<file path="src/rtl/mmu_rf_pkg.sv">
package mmu_rf_pkg;
  localparam int NFAULT = 8;
  localparam int NGRP   = 4;

  localparam logic [11:0] OFF_CTRL  = 12'h000;
  localparam logic [11:0] OFF_CFG   = 12'h004;
  localparam logic [11:0] OFF_STAT  = 12'h008;
  localparam logic [11:0] OFF_FLUSH = 12'h00C;
  localparam logic [11:0] OFF_FLENT = 12'h010;
  localparam logic [11:0] OFF_PTB   = 12'h014;
  localparam logic [11:0] OFF_ISTAT = 12'h018;
  localparam logic [11:0] OFF_ICLR  = 12'h01C;
  localparam logic [11:0] OFF_PFA   = 12'h024;
  localparam logic [11:0] OFF_WFA   = 12'h028;
  localparam logic [11:0] OFF_RFA   = 12'h02C;
  localparam logic [11:0] OFF_BEA   = 12'h030;
  localparam logic [11:0] OFF_VER   = 12'h034;

  localparam logic [31:0] CODE_OFF  = 32'h0;
  localparam logic [31:0] CODE_RUN  = 32'h5;
  localparam logic [31:0] CODE_HOLD = 32'h7;

  typedef enum logic [1:0] {MODE_OFF, MODE_RUN, MODE_HOLD} mode_e;

  // Capture groups in register order: page, write side, read side, bus.
  function automatic logic [NFAULT-1:0] grp_mask(input int g);
    case (g)
      0:       return 8'h01;
      1:       return 8'hC4;
      2:       return 8'h32;
      default: return 8'h08;
    endcase
  endfunction
endpackage

</file>
<file path="src/rtl/mmu_rf_ctrl.sv">
module mmu_rf_ctrl
  import mmu_rf_pkg::*;
(
  input  logic        clk,
  input  logic        rst_n,
  input  logic        ctrl_we,
  input  logic [31:0] ctrl_wdata,
  input  logic        fault_any,
  input  logic        pending,
  output mode_e       mode
);
  always_ff @(posedge clk) begin
    if (!rst_n) begin
      mode <= MODE_OFF;
    end else if (fault_any) begin
      mode <= MODE_HOLD;
    end else if (ctrl_we) begin
      case (ctrl_wdata)
        CODE_OFF:  mode <= MODE_OFF;
        CODE_HOLD: mode <= MODE_HOLD;
        CODE_RUN:  if (!pending) mode <= MODE_RUN;
        default:   mode <= mode;
      endcase
    end
  end
endmodule

</file>
<file path="src/rtl/mmu_rf_fault.sv">
module mmu_rf_fault
  import mmu_rf_pkg::*;
#(
  parameter int AW = 32
) (
  input  logic                     clk,
  input  logic                     rst_n,
  input  logic [NFAULT-1:0]        evt,
  input  logic [AW-1:0]            evt_addr,
  input  logic                     clr_we,
  input  logic [NFAULT-1:0]        clr_bits,
  output logic [NFAULT-1:0]        status,
  output logic [NGRP-1:0][AW-1:0]  cap_addr
);
  logic [NFAULT-1:0] clr_eff;
  logic [NFAULT-1:0] kept;

  assign clr_eff = clr_we ? clr_bits : '0;
  assign kept    = status & ~clr_eff;

  always_ff @(posedge clk) begin
    if (!rst_n) status <= '0;
    else        status <= kept | evt;
  end

  for (genvar g = 0; g < NGRP; g++) begin : g_cap
    localparam logic [NFAULT-1:0] GM = grp_mask(g);
    always_ff @(posedge clk) begin
      if (!rst_n)
        cap_addr[g] <= '0;
      else if (((evt & GM) != '0) && ((kept & GM) == '0))
        cap_addr[g] <= evt_addr;
    end
  end
endmodule

</file>
<file path="src/rtl/mmu_regfile.sv">
module mmu_regfile
  import mmu_rf_pkg::*;
#(
  parameter int          ADDR_W      = 12,
  parameter int          PAGE_SHIFT  = 12,
  parameter logic [31:0] CFG_WMASK   = 32'h0150_FFFF,
  parameter logic [10:0] VERSION_RAW = 11'h183
) (
  input  logic                   clk,
  input  logic                   rst_n,
  input  logic                   req_valid,
  input  logic                   req_write,
  input  logic [ADDR_W-1:0]      req_addr,
  input  logic [31:0]            req_wdata,
  output logic                   rsp_valid,
  output logic [31:0]            rsp_rdata,
  input  logic [NFAULT-1:0]      fault_evt,
  input  logic [31:0]            fault_addr,
  input  logic                   blocked_ack,
  output logic                   xlate_en,
  output logic                   block_req,
  output logic [31:0]            cfg_q,
  output logic [31:0]            ptbase_q,
  output logic                   flush_all,
  output logic                   flush_entry,
  output logic [31-PAGE_SHIFT:0] flush_vpn,
  output logic                   irq
);
  localparam int VPN_W = 32 - PAGE_SHIFT;

  logic wr, rd;
  assign wr = req_valid &  req_write;
  assign rd = req_valid & ~req_write;

  function automatic logic hit(input logic [ADDR_W-1:0] a, input logic [11:0] off);
    return a == ADDR_W'(off);
  endfunction

  mode_e                     mode;
  logic [NFAULT-1:0]         status;
  logic [NGRP-1:0][31:0]     cap_addr;

  mmu_rf_ctrl u_ctrl (
    .clk        (clk),
    .rst_n      (rst_n),
    .ctrl_we    (wr && hit(req_addr, OFF_CTRL)),
    .ctrl_wdata (req_wdata),
    .fault_any  (|fault_evt),
    .pending    (|status),
    .mode       (mode)
  );

  mmu_rf_fault #(.AW(32)) u_fault (
    .clk      (clk),
    .rst_n    (rst_n),
    .evt      (fault_evt),
    .evt_addr (fault_addr),
    .clr_we   (wr && hit(req_addr, OFF_ICLR)),
    .clr_bits (req_wdata[NFAULT-1:0]),
    .status   (status),
    .cap_addr (cap_addr)
  );

  assign xlate_en  = (mode == MODE_RUN);
  assign block_req = (mode == MODE_HOLD);
  assign irq       = |status;

  always_ff @(posedge clk) begin
    if (!rst_n) begin
      cfg_q       <= '0;
      ptbase_q    <= '0;
      flush_all   <= 1'b0;
      flush_entry <= 1'b0;
      flush_vpn   <= '0;
    end else begin
      flush_all   <= wr && hit(req_addr, OFF_FLUSH) && req_wdata[0];
      flush_entry <= wr && hit(req_addr, OFF_FLENT) && req_wdata[0];
      if (wr && hit(req_addr, OFF_FLENT) && req_wdata[0])
        flush_vpn <= req_wdata[31 -: VPN_W];
      if (wr && hit(req_addr, OFF_CFG)) cfg_q    <= req_wdata & CFG_WMASK;
      if (wr && hit(req_addr, OFF_PTB)) ptbase_q <= req_wdata;
    end
  end

  logic [31:0] rd_mux;
  always_comb begin
    rd_mux = '0;
    if      (hit(req_addr, OFF_CTRL))
      rd_mux = (mode == MODE_RUN) ? CODE_RUN : (mode == MODE_HOLD) ? CODE_HOLD : CODE_OFF;
    else if (hit(req_addr, OFF_CFG))   rd_mux = cfg_q;
    else if (hit(req_addr, OFF_STAT))  rd_mux = {31'b0, block_req & blocked_ack};
    else if (hit(req_addr, OFF_PTB))   rd_mux = ptbase_q;
    else if (hit(req_addr, OFF_ISTAT)) rd_mux = {{(32-NFAULT){1'b0}}, status};
    else if (hit(req_addr, OFF_PFA))   rd_mux = cap_addr[0];
    else if (hit(req_addr, OFF_WFA))   rd_mux = cap_addr[1];
    else if (hit(req_addr, OFF_RFA))   rd_mux = cap_addr[2];
    else if (hit(req_addr, OFF_BEA))   rd_mux = cap_addr[3];
    else if (hit(req_addr, OFF_VER))   rd_mux = {VERSION_RAW, 21'b0};
  end

  always_ff @(posedge clk) begin
    if (!rst_n) begin
      rsp_valid <= 1'b0;
      rsp_rdata <= '0;
    end else begin
      rsp_valid <= rd;
      rsp_rdata <= rd ? rd_mux : '0;
    end
  end
endmodule

</file>
<file path="config.mk">
export PLATFORM = sky130hd
export DESIGN_NAME = mmu_regfile
export DESIGN_NICKNAME = d
export VERILOG_FILES = /design/src/rtl/mmu_rf_pkg.sv /design/src/rtl/mmu_rf_ctrl.sv /design/src/rtl/mmu_rf_fault.sv /design/src/rtl/mmu_regfile.sv
export SDC_FILE = /design/constraint.sdc
export NUM_CORES = 1
export LEC_CHECK = 0
export BUFFER_PORTS_ARGS = -buffer_cell sky130_fd_sc_hd__buf_2
export CORE_AREA = 2 2 127 252
export CTS_BUF_LIST = sky130_fd_sc_hd__clkbuf_8
export DETAILED_ROUTE_END_ITERATION = 7
export DIE_AREA = 0 0 129 254
export SLEW_MARGIN = 20
export SYNTH_ARGS = -nofsm -noshare
export SYNTH_HDL_FRONTEND = slang
export SYNTH_SLANG_ARGS = --single-unit
</file>
<file path="constraint.sdc">
create_clock -name clk -period 2.9 [get_ports clk]
set_clock_uncertainty 0.1 [all_clocks]
set_input_delay 0.58 -clock clk [delete_from_list [all_inputs] [get_ports clk]]
set_output_delay 0.58 -clock clk [all_outputs]
set_load 0.03 [all_outputs]
</file>
* After elaboration in Yosys (flattened, before gate mapping) *
Index checks and enable logic that the tools add are counted.

word-level totals
  register bits = 244
  word-level logic and storage cells = 86
  input bits = 89

cells by class
  muxes and demuxes = 17
  bitwise operators = 8
  equality and inequality tests = 18
  reduce and logical (&&, ||, !) cells = 29

operators by type and width
  kind                                            count
  2-to-1 mux 32 bit                               9
  == test 32 x 3 -> 1 bit, second input constant  2
  == test 12 x 6 -> 1 bit, second input constant  5
  == test 12 x 5 -> 1 bit, second input constant  4
  logical NOT 32 bit                              1
  logical NOT 8 bit                               4
  2-to-1 mux 30 bit                               1
  == test 12 x 4 -> 1 bit, second input constant  2
  nonzero test 8 bit                              2
  OR reduction 8 bit                              2
  == test 12 x 3 -> 1 bit, second input constant  1
  logical AND 1 bit                               12
  logical NOT 12 bit                              1
  OR reduction 9 bit                              1
  bitwise AND 8 bit                               1
  2-to-1 mux 8 bit                                1
  inverter 8 bit                                  1
  OR 8 bit                                        1
  2-to-1 mux 2 bit                                3
  2-to-1 mux 3 bit                                2
  one-hot mux 2 bit (3 select lines)              1
  AND reduction 3 bit                             2
  nonzero test 4 bit                              1
  bitwise AND 1 bit                               3
  8 further kinds                                 9

* Logic depth before layout (Yosys ltp) *
  depth in word-level cells = 11
  depth in mapped cells = 9
  depth with buffers taken out = 6

* By module *
Synthesis repeated with hierarchy kept, for this count alone.

unflattened totals
  cells, all modules = 1258
  area, all modules = 10697.8 µm²

by module, submodules not included
  module        cells each  instances  area an instance (µm²)
  mmu_regfile   660         1          5307.6
  mmu_rf_fault  571         1          5167.5
  mmu_rf_ctrl   27          1          222.7

* Worst setup path after synthesis *
OpenSTA, ideal clock, no wires.

  path kind = input-to-reg
  start = input req_addr[9]
  end = register u_fault.cap_addr[47] (netlist bit)
  buffers on the path = 3
  required time = 2.682 ns
  setup time = 0.118 ns
  arrival = 2.652 ns
  stages on the path = 9
  path slack = 0.030 ns
  cell sequence = or4_4 -> buf_6 -> nor4b_4 -> a21boi_1 -> or4_1 -> buf_6 -> buf_6 -> nand3_1 -> o21ai_1

on the way
  cells in the longest elaborated chain, start to end = 7

RTL lines
  item                             RTL line            text
  from (decl)                      mmu_regfile.sv:13   input logic [ADDR_W-1:0] req_addr,
  == test 12 x 5 -> 1 bit          mmu_regfile.sv:36   return a == ADDR_W'(off);
  logical AND 1 bit                mmu_regfile.sv:58   .clr_we (wr && hit(req_addr, OFF_ICLR)),
  2-to-1 mux 8 bit                 mmu_rf_fault.sv:18  assign clr_eff = clr_we ? clr_bits : '0;
  inverter 8 bit                   mmu_rf_fault.sv:19  assign kept = status & ~clr_eff;
  bitwise AND 8 bit                mmu_rf_fault.sv:19
  logical NOT 8 bit                mmu_rf_fault.sv:31  else if (((evt & GM) != '0) && ((kept & GM) == '0))
  logical AND 1 bit                mmu_rf_fault.sv:31
  to (signal, indexed assignment)  mmu_rf_fault.sv:32  cap_addr[g] <= evt_addr;
  to (decl)                        mmu_rf_fault.sv:13  output logic [NGRP-1:0][AW-1:0] cap_addr

Every way passes these cells.
A chain may end at the register's enable or synchronous reset.

* Worst setup path after layout *
  start = input req_addr[9]
  end = register u_fault.cap_addr[56] (netlist bit)

Same word-level chain as after synthesis.

==> results.sh <==
export IMPL_outcome="complete, no violations"
export IMPL_cp_arrival_ns=3.06
export IMPL_fin_cells=1967
export IMPL_hold_viol_final=0
export IMPL_wl_met3_um=1850
export IMPL_synth_compound_area_share_pct=22.7
export IMPL_grt_pass1_wl_um=57200
export IMPL_r2r_end="u_fault.cap_addr[56]"
export IMPL_first_global_vias=9961
export IMPL_antenna_found_initial=1
export IMPL_holdBufCountCts=0
export IMPL_p_int_mw=5.25
export IMPL_rr_worst_depth=5
export IMPL_tightest_slew_ns=0.622
export IMPL_synth_async_reset_ratio_pct=0
export IMPL_routabilityCongestion=0.943
export IMPL_synth_edff_count=0
export IMPL_wl_um=37600
export IMPL_fp_dieW_um=129
export IMPL_path_clk_slew_ns=0.07
export IMPL_path_delay_family="simple AND/OR/NAND/NOR gates"
export IMPL_endpoint_kind="flop"
export IMPL_switchingPower_mw=1.94
export IMPL_drtIter0Drc=660
export IMPL_max_stage_delay_ns=0.73
export IMPL_layout_drive_gt1_share_pct=29.1
export IMPL_ys_types=60
export IMPL_reg2reg_slack_ns=0.90
export IMPL_clock_latency_ns=0.56
export IMPL_max_slew_margin_pct=58.5
export IMPL_htree_num_levels=2
export IMPL_synthCells=1312
export IMPL_setup_viol=0
export IMPL_synthMuxAreaShare_pct=0.0938
export IMPL_critical_path_cell_chain="buf_2 > or4_4 > nor4b_4 > a21boi_1 > or4_2 > buf_12 > nand3_1 > o21ai_2"
export IMPL_dieArea_um2=32800
export IMPL_dpl_hpwl_um=27000
export IMPL_synth_xor_area_share_pct=0.0820
export IMPL_r2r_start="u_fault.status[6]"
export IMPL_cp_slowest_cell="or4_2"
export IMPL_path_class="input port to flop"
export IMPL_setup_tns_ns=0
export IMPL_power_density_nw_per_um2=543
export IMPL_final_util_pct=42.9
export IMPL_whs_endpoint="u_fault.status[4]"
export IMPL_worstHoldStart="fault_evt[4]"
export IMPL_drc=0
export IMPL_rsz0062_at_grt="false"
export IMPL_synth_top_area_share_pct=45.8
export IMPL_hold_path_class="input port to flop"
export IMPL_period_minus_slack_ns=2.73
export IMPL_grt_max_degree=136
export IMPL_vias_per_cell=5.27
export IMPL_area_delta_synth_final_pct=24.0
export IMPL_highest_layer="met4"
export IMPL_startpoint_type="input port"
export IMPL_rows=91
export IMPL_ir_drop_mv=0.349
export IMPL_detail_route_antenna_nets=0
export IMPL_clockRootBuffer="clkbuf_8"
export IMPL_vias=10400
export IMPL_dpl_cell_count=1901
export IMPL_start_util_pct=34.6
export IMPL_cts_resized=0
export IMPL_io_buffers=197
export IMPL_worstPathRequired_ns=3.23
export IMPL_max_freq_mhz=366
export IMPL_io_pins=211
export IMPL_clock_sinks=244
export IMPL_yosys_top_cells_area="dfxtp_1, nand2_1, a21oi_1"
export IMPL_p_sw_share_pct=27.0
export IMPL_hold_depth=3
export IMPL_grtUsageTotal_pct=22.6
export IMPL_syn_area_um2=10700
export IMPL_syn_avg_cell_area_um2=8.14
export IMPL_num_nets_final=1613
export IMPL_wl_met1_um=14100
export IMPL_synth_seq_area_share_pct=45.8
export IMPL_drv_slew=0
export IMPL_final_fill_count=3176
export IMPL_synthSimpleGateAreaFrac_pct=25.1
export IMPL_comb_power_share_pct=9.5
export IMPL_coreArea_um2=30900
export IMPL_seqPwrFrac_pct=49.5
export IMPL_synthFlopType="dfxtp_1"
export IMPL_die_h_um=254
export IMPL_cts_tree="done"
export IMPL_cp_max_fo=64
export IMPL_cts_buffers=37
export IMPL_routed_wl_met2_um=19500
export IMPL_clock_path_buffers=3
export IMPL_overflow=0
export IMPL_synth_fa_ha_area_share_pct=0.234
export IMPL_synth_area_leader_cell="dfxtp_1"
export IMPL_cp_num_buf_inv=2
export IMPL_routedWlPerCell_um=19.1
export IMPL_synth_top_family_by_area="simple AND/OR/NAND/NOR gates"
export IMPL_clockPowerShare_pct=41.0
export IMPL_dr_pass1_iters=7
export IMPL_finalCritPeriodShare_pct=94.2
export IMPL_synth_seq_cells=244
export IMPL_p_leak_nw=5.11
export IMPL_yosysWarningCount=0
export IMPL_cap_violations=0
export IMPL_power_mw=7.19
export IMPL_post_cts_buffers=0
-- per-layer routing --
metal | track usage [%] | vias up
li1 | - | 5000
met1 | 25.9 | 4880
met2 | 40.2 | 377
met3 | 2.55 | 107
met4 | 12.5 | 0
met5 | 0 | -
-- state kept, by name, summed over array words and instances (netlist names) --
| name | count |
|---|---|
| u_fault.status | 8 |
| u_ctrl.mode | 2 |
| rsp_rdata | 32 |
| flush_all | 1 |
| flush_entry | 1 |
| rsp_valid | 1 |
| flush_vpn | 20 |
| ptbase_q | 32 |
| cfg_q | 19 |
| u_fault.cap_addr | 128 |
-- cell usage after synthesis (all sizes together) (2+ instances only) --
master     n
nand2b     3
inv       10
a31oi      6
ha         2
a221o      5
a41oi      3
a22oi     23
nor4      11
nor2      43
nor4b      3
a21o       2
nand2    305
or4        5
nor3b      2
nand3    139
o22ai     14
o32ai      2
o21ai    168
dfxtp    244
a22o       6
a222oi     6
a21oi    117
a211o      4
and2       9
o21a       2
nand4      4
a21boi     9
o2111ai    2
nor3      16
and3       4
buf       35
clkbuf    84
a211oi     6
o211ai     6
-- power by group through the flow --
stage	Combinational, mW	Clock (mW)	Sequential (mW)
finish	0.682	2.95	3.56
global route	0.739	3.13	3.57
CTS	0.681	3.01	3.56
detailed placement	0.679	0	3.63
global placement	0.667	0	3.63
floorplan	0.438	0	3.61
-- worst min-delay path: stages --
cell and delay (ns):
buf_2 0.10, nor2_1 0.04, nor2_1 0.06
-- logic make-up (layout without fill, tap and decap cells) --
group	Yosys count	count (layout)
compound gates	384	384
fa+ha+maj	2	2
simple gates	550	550
xor+xnor	1	1
mux	1	1
flops	244	244
buf+inv	129	353
other cells	1	14
-- worst max path at each step --
stage,startpoint,endpoint,slack (ns),cells after the start
finish,req_addr[9],u_fault.cap_addr[56],0.17,8
global route,req_addr[9],u_fault.cap_addr[62],0.14,8
CTS,req_addr[9],u_fault.cap_addr[56],0.25,8
detailed placement,req_addr[9],u_fault.cap_addr[56],-0.34,8
global placement,req_addr[9],u_fault.cap_addr[60],-0.28,8
floorplan,req_addr[9],u_fault.cap_addr[47],0.03,9
-- cell usage in the layout (no fill, tap or decap), drive strengths merged, types with 3 or more instances in the layout --
master | Yosys | routed
o21ai | 168 | 168
nand2 | 305 | 305
nand3 | 139 | 139
a211oi | 6 | 6
a21oi | 117 | 117
and3 | 4 | 4
clkinv | 0 | 4
nor2 | 43 | 43
conb | 1 | 13
a211o | 4 | 4
a41oi | 3 | 3
nand4 | 4 | 4
nor3 | 16 | 16
dfxtp | 244 | 244
o211ai | 6 | 6
o22ai | 14 | 14
and2 | 9 | 9
a222oi | 6 | 6
inv | 10 | 22
or4 | 5 | 5
nand2b | 3 | 3
a21boi | 9 | 9
a22o | 6 | 6
a31oi | 6 | 6
buf | 35 | 278
clkbuf | 84 | 47
a22oi | 23 | 23
a221o | 5 | 5
nor4 | 11 | 11
nor4b | 3 | 3
-- per-stage QoR --
step	worst slack, ns	area [um^2]	hold WS, ns
finish	0.169	13200	0.180
global route	0.145	13200	0.175
CTS	0.248	13200	0.159
detailed placement	-0.337	12500	0.343
global placement	-0.282	12500	0.337
floorplan	0.0304	10700	0.333
-- layout make-up --
type	instances	area, um^2	area share [%]
Timing Repair Buffer	278	1810	13.7
Tap cell	418	523	3.95
Clock buffer	47	647	4.89
Multi-Input combinational cell	951	5230	39.5
Inverter	10	37.5	0.283
Clock inverter	18	103	0.775
Sequential cell	244	4880	36.9
Antenna cell	1	2.50	0.0189
(Power assumes the default switching activity.)
